[src/rtl/icap_pkg.sv]
package icap_pkg;
    localparam int CNT_W  = 16;
    localparam int PRE_W  = 3;
    localparam int NCH    = 2;
    localparam int DATA_W = 8;
    localparam int ADDR_W = 3;

    typedef enum logic [1:0] {
        CK_DIV4 = 2'b00,
        CK_DIV2 = 2'b01,
        CK_DIV8 = 2'b10,
        CK_HOLD = 2'b11
    } ck_sel_e;

    // control byte layout: spare[7:5], rate[4:3], irq enable[2], edge select[1:0]
    typedef struct packed {
        logic [2:0]     spare;
        ck_sel_e        ck;
        logic           ie;
        logic [NCH-1:0] rise;
    } ctrl_t;

    localparam logic [ADDR_W-1:0] A_CTRL = ADDR_W'(0);
    localparam logic [ADDR_W-1:0] A_STAT = ADDR_W'(1);

    function automatic logic [ADDR_W-1:0] hi_addr(input int c);
        return ADDR_W'(2 + 2 * c);
    endfunction

    function automatic logic [ADDR_W-1:0] lo_addr(input int c);
        return ADDR_W'(3 + 2 * c);
    endfunction

    // prescale count value at which the counter advances
    function automatic logic [PRE_W-1:0] pre_limit(input ck_sel_e s);
        case (s)
            CK_DIV2: return PRE_W'(1);
            CK_DIV4: return PRE_W'(3);
            CK_DIV8: return PRE_W'(7);
            default: return '1;
        endcase
    endfunction
endpackage

[src/rtl/icap_base.sv]
module icap_base
    import icap_pkg::*;
#(
    parameter int CW = CNT_W
) (
    input  logic          clk,
    input  logic          rst,
    input  ck_sel_e       sel,
    output logic [CW-1:0] cnt
);
    logic [PRE_W-1:0] pre_q;
    logic             adv;

    always_comb adv = (sel != CK_HOLD) && (pre_q >= pre_limit(sel));

    always_ff @(posedge clk) begin
        if (rst) begin
            pre_q <= '0;
            cnt   <= '0;
        end else if (adv) begin
            pre_q <= '0;
            cnt   <= cnt + CW'(1);
        end else if (sel != CK_HOLD) begin
            pre_q <= pre_q + PRE_W'(1);
        end
    end

    p_hold_r2: assert property (@(posedge clk) disable iff (rst)
        (sel == CK_HOLD) |=> (cnt == $past(cnt)));

    p_step_r2: assert property (@(posedge clk) disable iff (rst)
        1'b1 |=> ((cnt == $past(cnt)) || (cnt == $past(cnt) + CW'(1))));
endmodule

[src/rtl/icap_edge.sv]
module icap_edge (
    input  logic clk,
    input  logic rst,
    input  logic pin,
    input  logic rise,
    output logic evt
);
    logic s1, s2, prev;

    always_ff @(posedge clk) begin
        if (rst) begin
            s1   <= 1'b0;
            s2   <= 1'b0;
            prev <= 1'b0;
        end else begin
            s1   <= pin;
            s2   <= s1;
            prev <= s2;
        end
    end

    always_comb evt = (s2 != prev) && (s2 == rise);
endmodule

[src/rtl/icap_chan.sv]
module icap_chan
    import icap_pkg::*;
#(
    parameter int CW = CNT_W
) (
    input  logic          clk,
    input  logic          rst,
    input  logic          pin,
    input  logic          rise,
    input  logic [CW-1:0] cnt,
    input  logic          stat_rd,
    input  logic          lo_acc,
    output logic          flag,
    output logic [CW-1:0] cap
);
    logic evt;
    logic armed;

    icap_edge u_edge (
        .clk  (clk),
        .rst  (rst),
        .pin  (pin),
        .rise (rise),
        .evt  (evt)
    );

    always_ff @(posedge clk) begin
        if (rst) begin
            cap   <= '0;
            flag  <= 1'b0;
            armed <= 1'b0;
        end else if (evt) begin
            cap   <= cnt;
            flag  <= 1'b1;
            armed <= 1'b0;
        end else if (lo_acc && armed) begin
            flag  <= 1'b0;
            armed <= 1'b0;
        end else if (stat_rd && flag) begin
            armed <= 1'b1;
        end
    end

    p_latch_r3: assert property (@(posedge clk) disable iff (rst)
        evt |=> (cap == $past(cnt)));

    p_flag_r5: assert property (@(posedge clk) disable iff (rst)
        evt |=> flag);

    p_noarm_keep_r7: assert property (@(posedge clk) disable iff (rst)
        (flag && !armed) |=> flag);

    p_cap_stable_r9: assert property (@(posedge clk) disable iff (rst)
        !evt |=> $stable(cap));
endmodule

[src/rtl/icap_unit.sv]
module icap_unit
    import icap_pkg::*;
(
    input  logic              clk,
    input  logic              rst,
    input  logic [NCH-1:0]    cap_pin,
    input  logic [ADDR_W-1:0] addr,
    input  logic              rd_en,
    input  logic              wr_en,
    input  logic [DATA_W-1:0] wdata,
    output logic [DATA_W-1:0] rdata,
    output logic              irq
);
    localparam int CW = CNT_W;

    ctrl_t          ctrl_q;
    logic [CW-1:0]  cnt;
    logic [NCH-1:0] flags;
    logic [CW-1:0]  cap [NCH];
    logic           stat_rd;

    always_ff @(posedge clk) begin
        if (rst) begin
            ctrl_q <= '0;
        end else if (wr_en && addr == A_CTRL) begin
            ctrl_q <= ctrl_t'(wdata);
        end
    end

    always_comb stat_rd = rd_en && (addr == A_STAT);

    icap_base #(.CW(CW)) u_base (
        .clk (clk),
        .rst (rst),
        .sel (ctrl_q.ck),
        .cnt (cnt)
    );

    for (genvar c = 0; c < NCH; c++) begin : g_ch
        logic lo_acc;
        always_comb lo_acc = (rd_en || wr_en) && (addr == lo_addr(c));

        icap_chan #(.CW(CW)) u_ch (
            .clk     (clk),
            .rst     (rst),
            .pin     (cap_pin[c]),
            .rise    (ctrl_q.rise[c]),
            .cnt     (cnt),
            .stat_rd (stat_rd),
            .lo_acc  (lo_acc),
            .flag    (flags[c]),
            .cap     (cap[c])
        );
    end

    always_comb begin
        rdata = '0;
        if (addr == A_CTRL) rdata = ctrl_q;
        if (addr == A_STAT) rdata = DATA_W'(flags);
        for (int c = 0; c < NCH; c++) begin
            if (addr == hi_addr(c)) rdata = cap[c][CW-1:DATA_W];
            if (addr == lo_addr(c)) rdata = cap[c][DATA_W-1:0];
        end
    end

    always_comb irq = ctrl_q.ie && (|flags);

    p_irq_gate_r6: assert property (@(posedge clk) disable iff (rst)
        irq |-> (flags != '0));

    p_strobe_excl_r10: assert property (@(posedge clk) disable iff (rst)
        !(rd_en && wr_en));
endmodule

[config.mk]
export PLATFORM = sky130hd
export DESIGN_NAME = icap_unit
export DESIGN_NICKNAME = d
export VERILOG_FILES = /design/src/rtl/icap_pkg.sv /design/src/rtl/icap_base.sv /design/src/rtl/icap_edge.sv /design/src/rtl/icap_chan.sv /design/src/rtl/icap_unit.sv
export SDC_FILE = /design/constraint.sdc
export NUM_CORES = 1
export LEC_CHECK = 0
export CORE_ASPECT_RATIO = 0.8
export CORE_UTILIZATION = 51
export CTS_CLUSTER_SIZE = 24
export DETAILED_ROUTE_END_ITERATION = 16
export DONT_BUFFER_PORTS = 1
export GPL_TIMING_DRIVEN = 1
export MAX_ROUTING_LAYER = met4
export PLACE_DENSITY = 0.66
export SLEW_MARGIN = 10
export SYNTH_ARGS = -nofsm -noshare
export SYNTH_HDL_FRONTEND = slang
export SYNTH_SLANG_ARGS = --single-unit
[constraint.sdc]
create_clock -name clk -period 3.2 [get_ports clk]
set_clock_uncertainty 0.05 [all_clocks]
set_input_delay 0.48 -clock clk [delete_from_list [all_inputs] [get_ports clk]]
set_output_delay 0.48 -clock clk [all_outputs]
set_load 0.01 [all_outputs]
Word-level counts from Yosys, hierarchy flattened
Index checks and enable logic that the tools add are counted.

Word-level logic and storage cells: 64. Bits of input ports: 17. Flip-flop bits (word level): 69. Output and inout bits: 9.

Reductions and logical operators: 21. Muxes and demuxes: 11. Equal/unequal tests: 11. Add/sub/neg operators: 2. Magnitude comparators: 1.

Operators by type and width (count): $mux W8 (6); $add A16 B1 Y16 const B (1); $logic_and A1 B1 Y1 (12); $eq A3 B2 Y1 const B (2); $eq A3 B3 Y1 const B (2); $pmux W3 S2 (1); $reduce_or A3 Y1 (2); $mux W1 (4); $reduce_bool A2 Y1 (2); $reduce_or A2 Y1 (2); $add A3 B1 Y3 const B (1); $eq A3 B1 Y1 const B (1); $ge A3 B3 Y1 (1); $logic_not A3 Y1 (1); $eq A1 B1 Y1 (2); $eq A2 B1 Y1 const B (1); $logic_not A2 Y1 (1); $ne A1 B1 Y1 (2); $ne A2 B2 Y1 const B (1); $logic_or A1 B1 Y1 (1).

Logic depth before layout (Yosys ltp)
Depth in word-level cells: 7. Mapped depth: 7. Mapped depth without buffers: 6.

Cells and area by module
A second synthesis with hierarchy kept.

Cells, all modules: 326. Area total of the unflattened synthesis: 3180.6 um2.

Modules (own cells, without submodules): icap_chan (sequential area each 360.3 um2, times used 2, cells each 59, area an instance 665.6 um2); icap_base (sequential area each 380.4 um2, times used 1, cells each 103, area an instance 919.6 um2); icap_unit (sequential area each 160.2 um2, times used 1, cells each 87, area an instance 726.9 um2); icap_edge (sequential area each 60.1 um2, times used 2, cells each 9, area an instance 101.3 um2).

Least setup slack after synthesis
Ideal clock, no wire load.

Path kind: register to register. From: reg ctrl_q[4] (netlist bit). To: reg u_base.cnt[13]. Path buffers: 1. Arrival time: 2.142 ns. Clock period less this slack: 2.312 ns. Cell stages (with the launch flop): 8. Library setup time: 0.121 ns. Slack: 0.888 ns. Path through: dfxtp_1 > and2b_2 > ha_1 > a211oi_2 > or4_1 > clkbuf_2 > nor3_1 > mux2_2.

Cells in the longest elaborated chain, start to end: 4. Elaborated cells on any way between the ends: 6.

Ends and longest elaborated chain: start: declaration (line icap_unit.sv:16) `ctrl_t ctrl_q;`; start signal: assignment (line icap_unit.sv:26) `ctrl_q <= ctrl_t'(wdata);`; $eq A2 B1 Y1 or $logic_not A2 Y1 (tied branches) (line icap_pkg.sv:36) `case (s)`; $pmux W3 S2 (line icap_pkg.sv:36); $ge A3 B3 Y1 (line icap_base.sv:14) `always_comb adv = (sel != CK_HOLD) && (pre_q >= pre_limit(sel));`; $logic_and A1 B1 Y1 (*) (line icap_base.sv:14); end signal: assignment (line icap_base.sv:22) `cnt <= cnt + CW'(1);`; end: declaration (line icap_base.sv:9) `output logic [CW-1:0] cnt`.

Every way passes the cells marked *; elsewhere a longest branch is shown, timed or not. A chain may end at the register's enable or synchronous reset.

Worst setup path after layout
Same ends and word-level chain as after synthesis.

==> impl_metrics.env <==
export IMPL_ys_ff_latch=69
export IMPL_run_status="complete, no violations"
export IMPL_post_cts_buffers=0
export IMPL_drc=0
export IMPL_die_h_um=71.52
export IMPL_rows=24
export IMPL_final_max_slew_viol_count=0
export IMPL_postSynth_asyncResetShare_pct=0
export IMPL_antenna_found_initial=0
export IMPL_cts_buffers=9
export IMPL_groute_layer_met1_usage_pct=34.94
export IMPL_gp_congestion=0.7933
export IMPL_clk_latency_ns=0.34
export IMPL_ys_warn_count=0
export IMPL_start_util_pct=54.57
export IMPL_p_per_area_nw_per_um2=564.0
export IMPL_hold_end="g_ch[1].u_ch.cap[6]"
export IMPL_r2r_start="ctrl_q[4]"
export IMPL_area_growth_pct=9.992
export IMPL_die_area_um2=6357
export IMPL_syn_avg_cell_area_um2=9.168
export IMPL_min_period_ns=2.536
export IMPL_utilization_pct=60.02
export IMPL_io_buffer_count=0
export IMPL_final_nets=350
export IMPL_grt_pass1_wl_um=11390
export IMPL_netlist_top_cells_area="dfxtp_1, mux2i_1, nor2_1"
export IMPL_ant_nets=0
export IMPL_worst_pin_slew_ns=0.6402
export IMPL_rr_worst_depth=6
export IMPL_crit_path_end_kind="register"
export IMPL_holdWs_ns=0.1596
export IMPL_routed_via_density=5.767
export IMPL_fillCellCount=509
export IMPL_grt_max_degree=71
export IMPL_crit_path_start_kind="register"
export IMPL_synthCells=336
export IMPL_hold_viol=0
export IMPL_ys_types=43
export IMPL_arrival_ns=2.72
export IMPL_post_drt_wl_per_cell_um=16.61
export IMPL_slew_headroom_pct=57.31
export IMPL_r2r_end="u_base.cnt[13]"
export IMPL_postCtsHoldBufs=0
export IMPL_hp_start="rst"
export IMPL_fin_crit_sh_pct=79.26
export IMPL_wl_um=6844
export IMPL_track_usage_pct=24.80
export IMPL_htreeDepth=3
export IMPL_reg2reg_slack_ns=0.66
export IMPL_p_leak_uw=0.001266
export IMPL_clockBufferDepth=2
export IMPL_yosysTopAreaCell="dfxtp_1"
export IMPL_dp_hpwl_um=4526
export IMPL_grtUsageMet3_pct=6.336
export IMPL_cts_resized=0
export IMPL_drt_iter0_markers=169
export IMPL_fmax_ghz=0.3943
export IMPL_synth_nets=357
export IMPL_netlist_area_leader_share_pct=44.84
export IMPL_via_count=2376
export IMPL_cts_sinks=69
export IMPL_tns_ns=0
export IMPL_cts_root_buf="clkbuf_8"
export IMPL_cp_max_fo=10
export IMPL_ir_drop_mv=0.2796
export IMPL_grt_pass1_vias=2221
export IMPL_coreArea_um2=5645
export IMPL_rsz0062_at_grt="false"
export IMPL_synth_ff_type="dfxtp_1"
export IMPL_setup_viol=0
export IMPL_synth_edff_count=0
export IMPL_hold_depth=1
export IMPL_drive_gt1_share_pct=10.48
export IMPL_num_antenna_cells=0
export IMPL_hold_path_class="input pin to register"
export IMPL_drtPass1Iterations=6
export IMPL_path_clk_slew_ns=0.07
export IMPL_grt_busiest_layer="met1"
export IMPL_boundaryPins=26
export IMPL_syn_area_um2=3080
export IMPL_seq_area_frac_synth_pct=44.84
export IMPL_use_met2_pct=34.79
export IMPL_overflow=0
export IMPL_required_ns=3.38
export IMPL_drv_cap=0
export IMPL_die_w_um=88.89
export IMPL_path_class="register to register"
export IMPL_tritoncts="done"
worst max-delay path by stage:
stage / from / endpoint / slack [ns] / cells past startpoint
after CTS: ctrl_q[4] / u_base.cnt[13] / 0.69 / 6
final: ctrl_q[4] / u_base.cnt[13] / 0.66 / 6
after global placement: ctrl_q[4] / u_base.cnt[13] / 0.80 / 6
after global routing: ctrl_q[4] / u_base.cnt[13] / 0.49 / 6
after detailed placement: ctrl_q[4] / u_base.cnt[13] / 0.72 / 6
after floorplan: ctrl_q[4] / u_base.cnt[13] / 0.89 / 7
through the flow:
| step | worst slack, ns | instance area [um2] | power (uW) | instances |
|---|---|---|---|---|
| after global placement | 0.7957 | 3117 | 982.6 | 396 |
| after global routing | 0.4888 | 3388 | 1978 | 412 |
| after detailed placement | 0.7213 | 3117 | 986.0 | 396 |
| after floorplan | 0.8878 | 3080 | 986.6 | 336 |
| after CTS | 0.6873 | 3388 | 1926 | 412 |
| final | 0.6638 | 3388 | 1911 | 412 |
logic make-up after synthesis:
logic type                 after synthesis  synth area share, %
AOI/OAI and AO/OA                       54                10.68
xor gates and xnor gates                 7                1.990
adders and majority gates                4                1.625
buffers and inverters                   27                3.574
DFF                                     69                44.84
muxes                                   49                17.02
and+or+nand+nor                        126                20.27
where the power goes:
| group | switching (uW) | internal [uW] | total, uW |
|---|---|---|---|
| logic | 42.3 | 36.9 | 79.2 |
| clock network | 326 | 618 | 943 |
| registers | 15.8 | 873 | 888 |
cell usage after synthesis (2+ instances only):
cell type,count
inv_1,7
buf_1,3
clkbuf_2,2
nor3b_1,3
nor4_1,3
or3_1,7
buf_2,5
ha_1,4
nor2b_1,9
nand2_1,29
a21oi_1,25
nand3_1,6
mux2_2,7
or4_1,2
a22oi_1,6
dfxtp_1,69
xnor2_1,7
o21ai_0,9
o22ai_1,6
o221ai_1,2
clkbuf_1,10
nand4_1,2
mux2i_1,40
nand3b_1,4
mux4_2,2
nor2_1,46
nand2b_1,2
nor3_1,4
critical path, stage by stage, from the launching register on:
cell,delay (ns)
dfxtp_1,0.43
and2b_2,0.24
ha_1,0.31
a211oi_2,0.16
or4_1,0.67
nor3_1,0.22
mux2_2,0.36
routing by layer:
| metal | share of wire, % | routed length (um) | up-vias |
|---|---|---|---|
| met3 | 4.9 | 336 | 12 |
| li1 | - | - | 1166 |
| met5 | 0 | 0 | - |
| met4 | 1.3 | 87 | 0 |
| met2 | 43 | 2942 | 72 |
| met1 | 51 | 3478 | 1126 |
flip-flops by register name, indices dropped and copies added, names as in the netlist:
name,count
g_ch.u_ch.u_edge.s2,2
ctrl_q,8
g_ch.u_ch.armed,2
u_base.cnt,16
g_ch.u_ch.cap,32
g_ch.u_ch.u_edge.s1,2
u_base.pre_q,3
g_ch.u_ch.u_edge.prev,2
g_ch.u_ch.flag,2
cells in the final DEF, fill, tap and decap left out, types with 6 or more instances in the layout:
cell	n
mux2i_1	40
nand3_1	6
a22oi_1	6
or3_1	7
nand2_1	29
inv_1	7
mux2_2	7
a21oi_1	24
clkbuf_8	10
o21ai_0	8
o22ai_1	6
nor2b_1	9
xnor2_1	7
nor2_1	46
dfxtp_1	69
area by class of cell:
cell class / instances / area (um2) / share of cell area (%)
Inverter: 7 / 26.28 / 0.7755
Timing Repair Buffer: 2 / 15.01 / 0.4431
Multi-Input combinational cell: 240 / 1597 / 47.12
Tap cell: 78 / 97.59 / 2.880
Clock inverter: 6 / 133.9 / 3.951
Clock buffer: 10 / 137.6 / 4.062
Sequential cell: 69 / 1381 / 40.77
(Power assumes the default switching activity.)
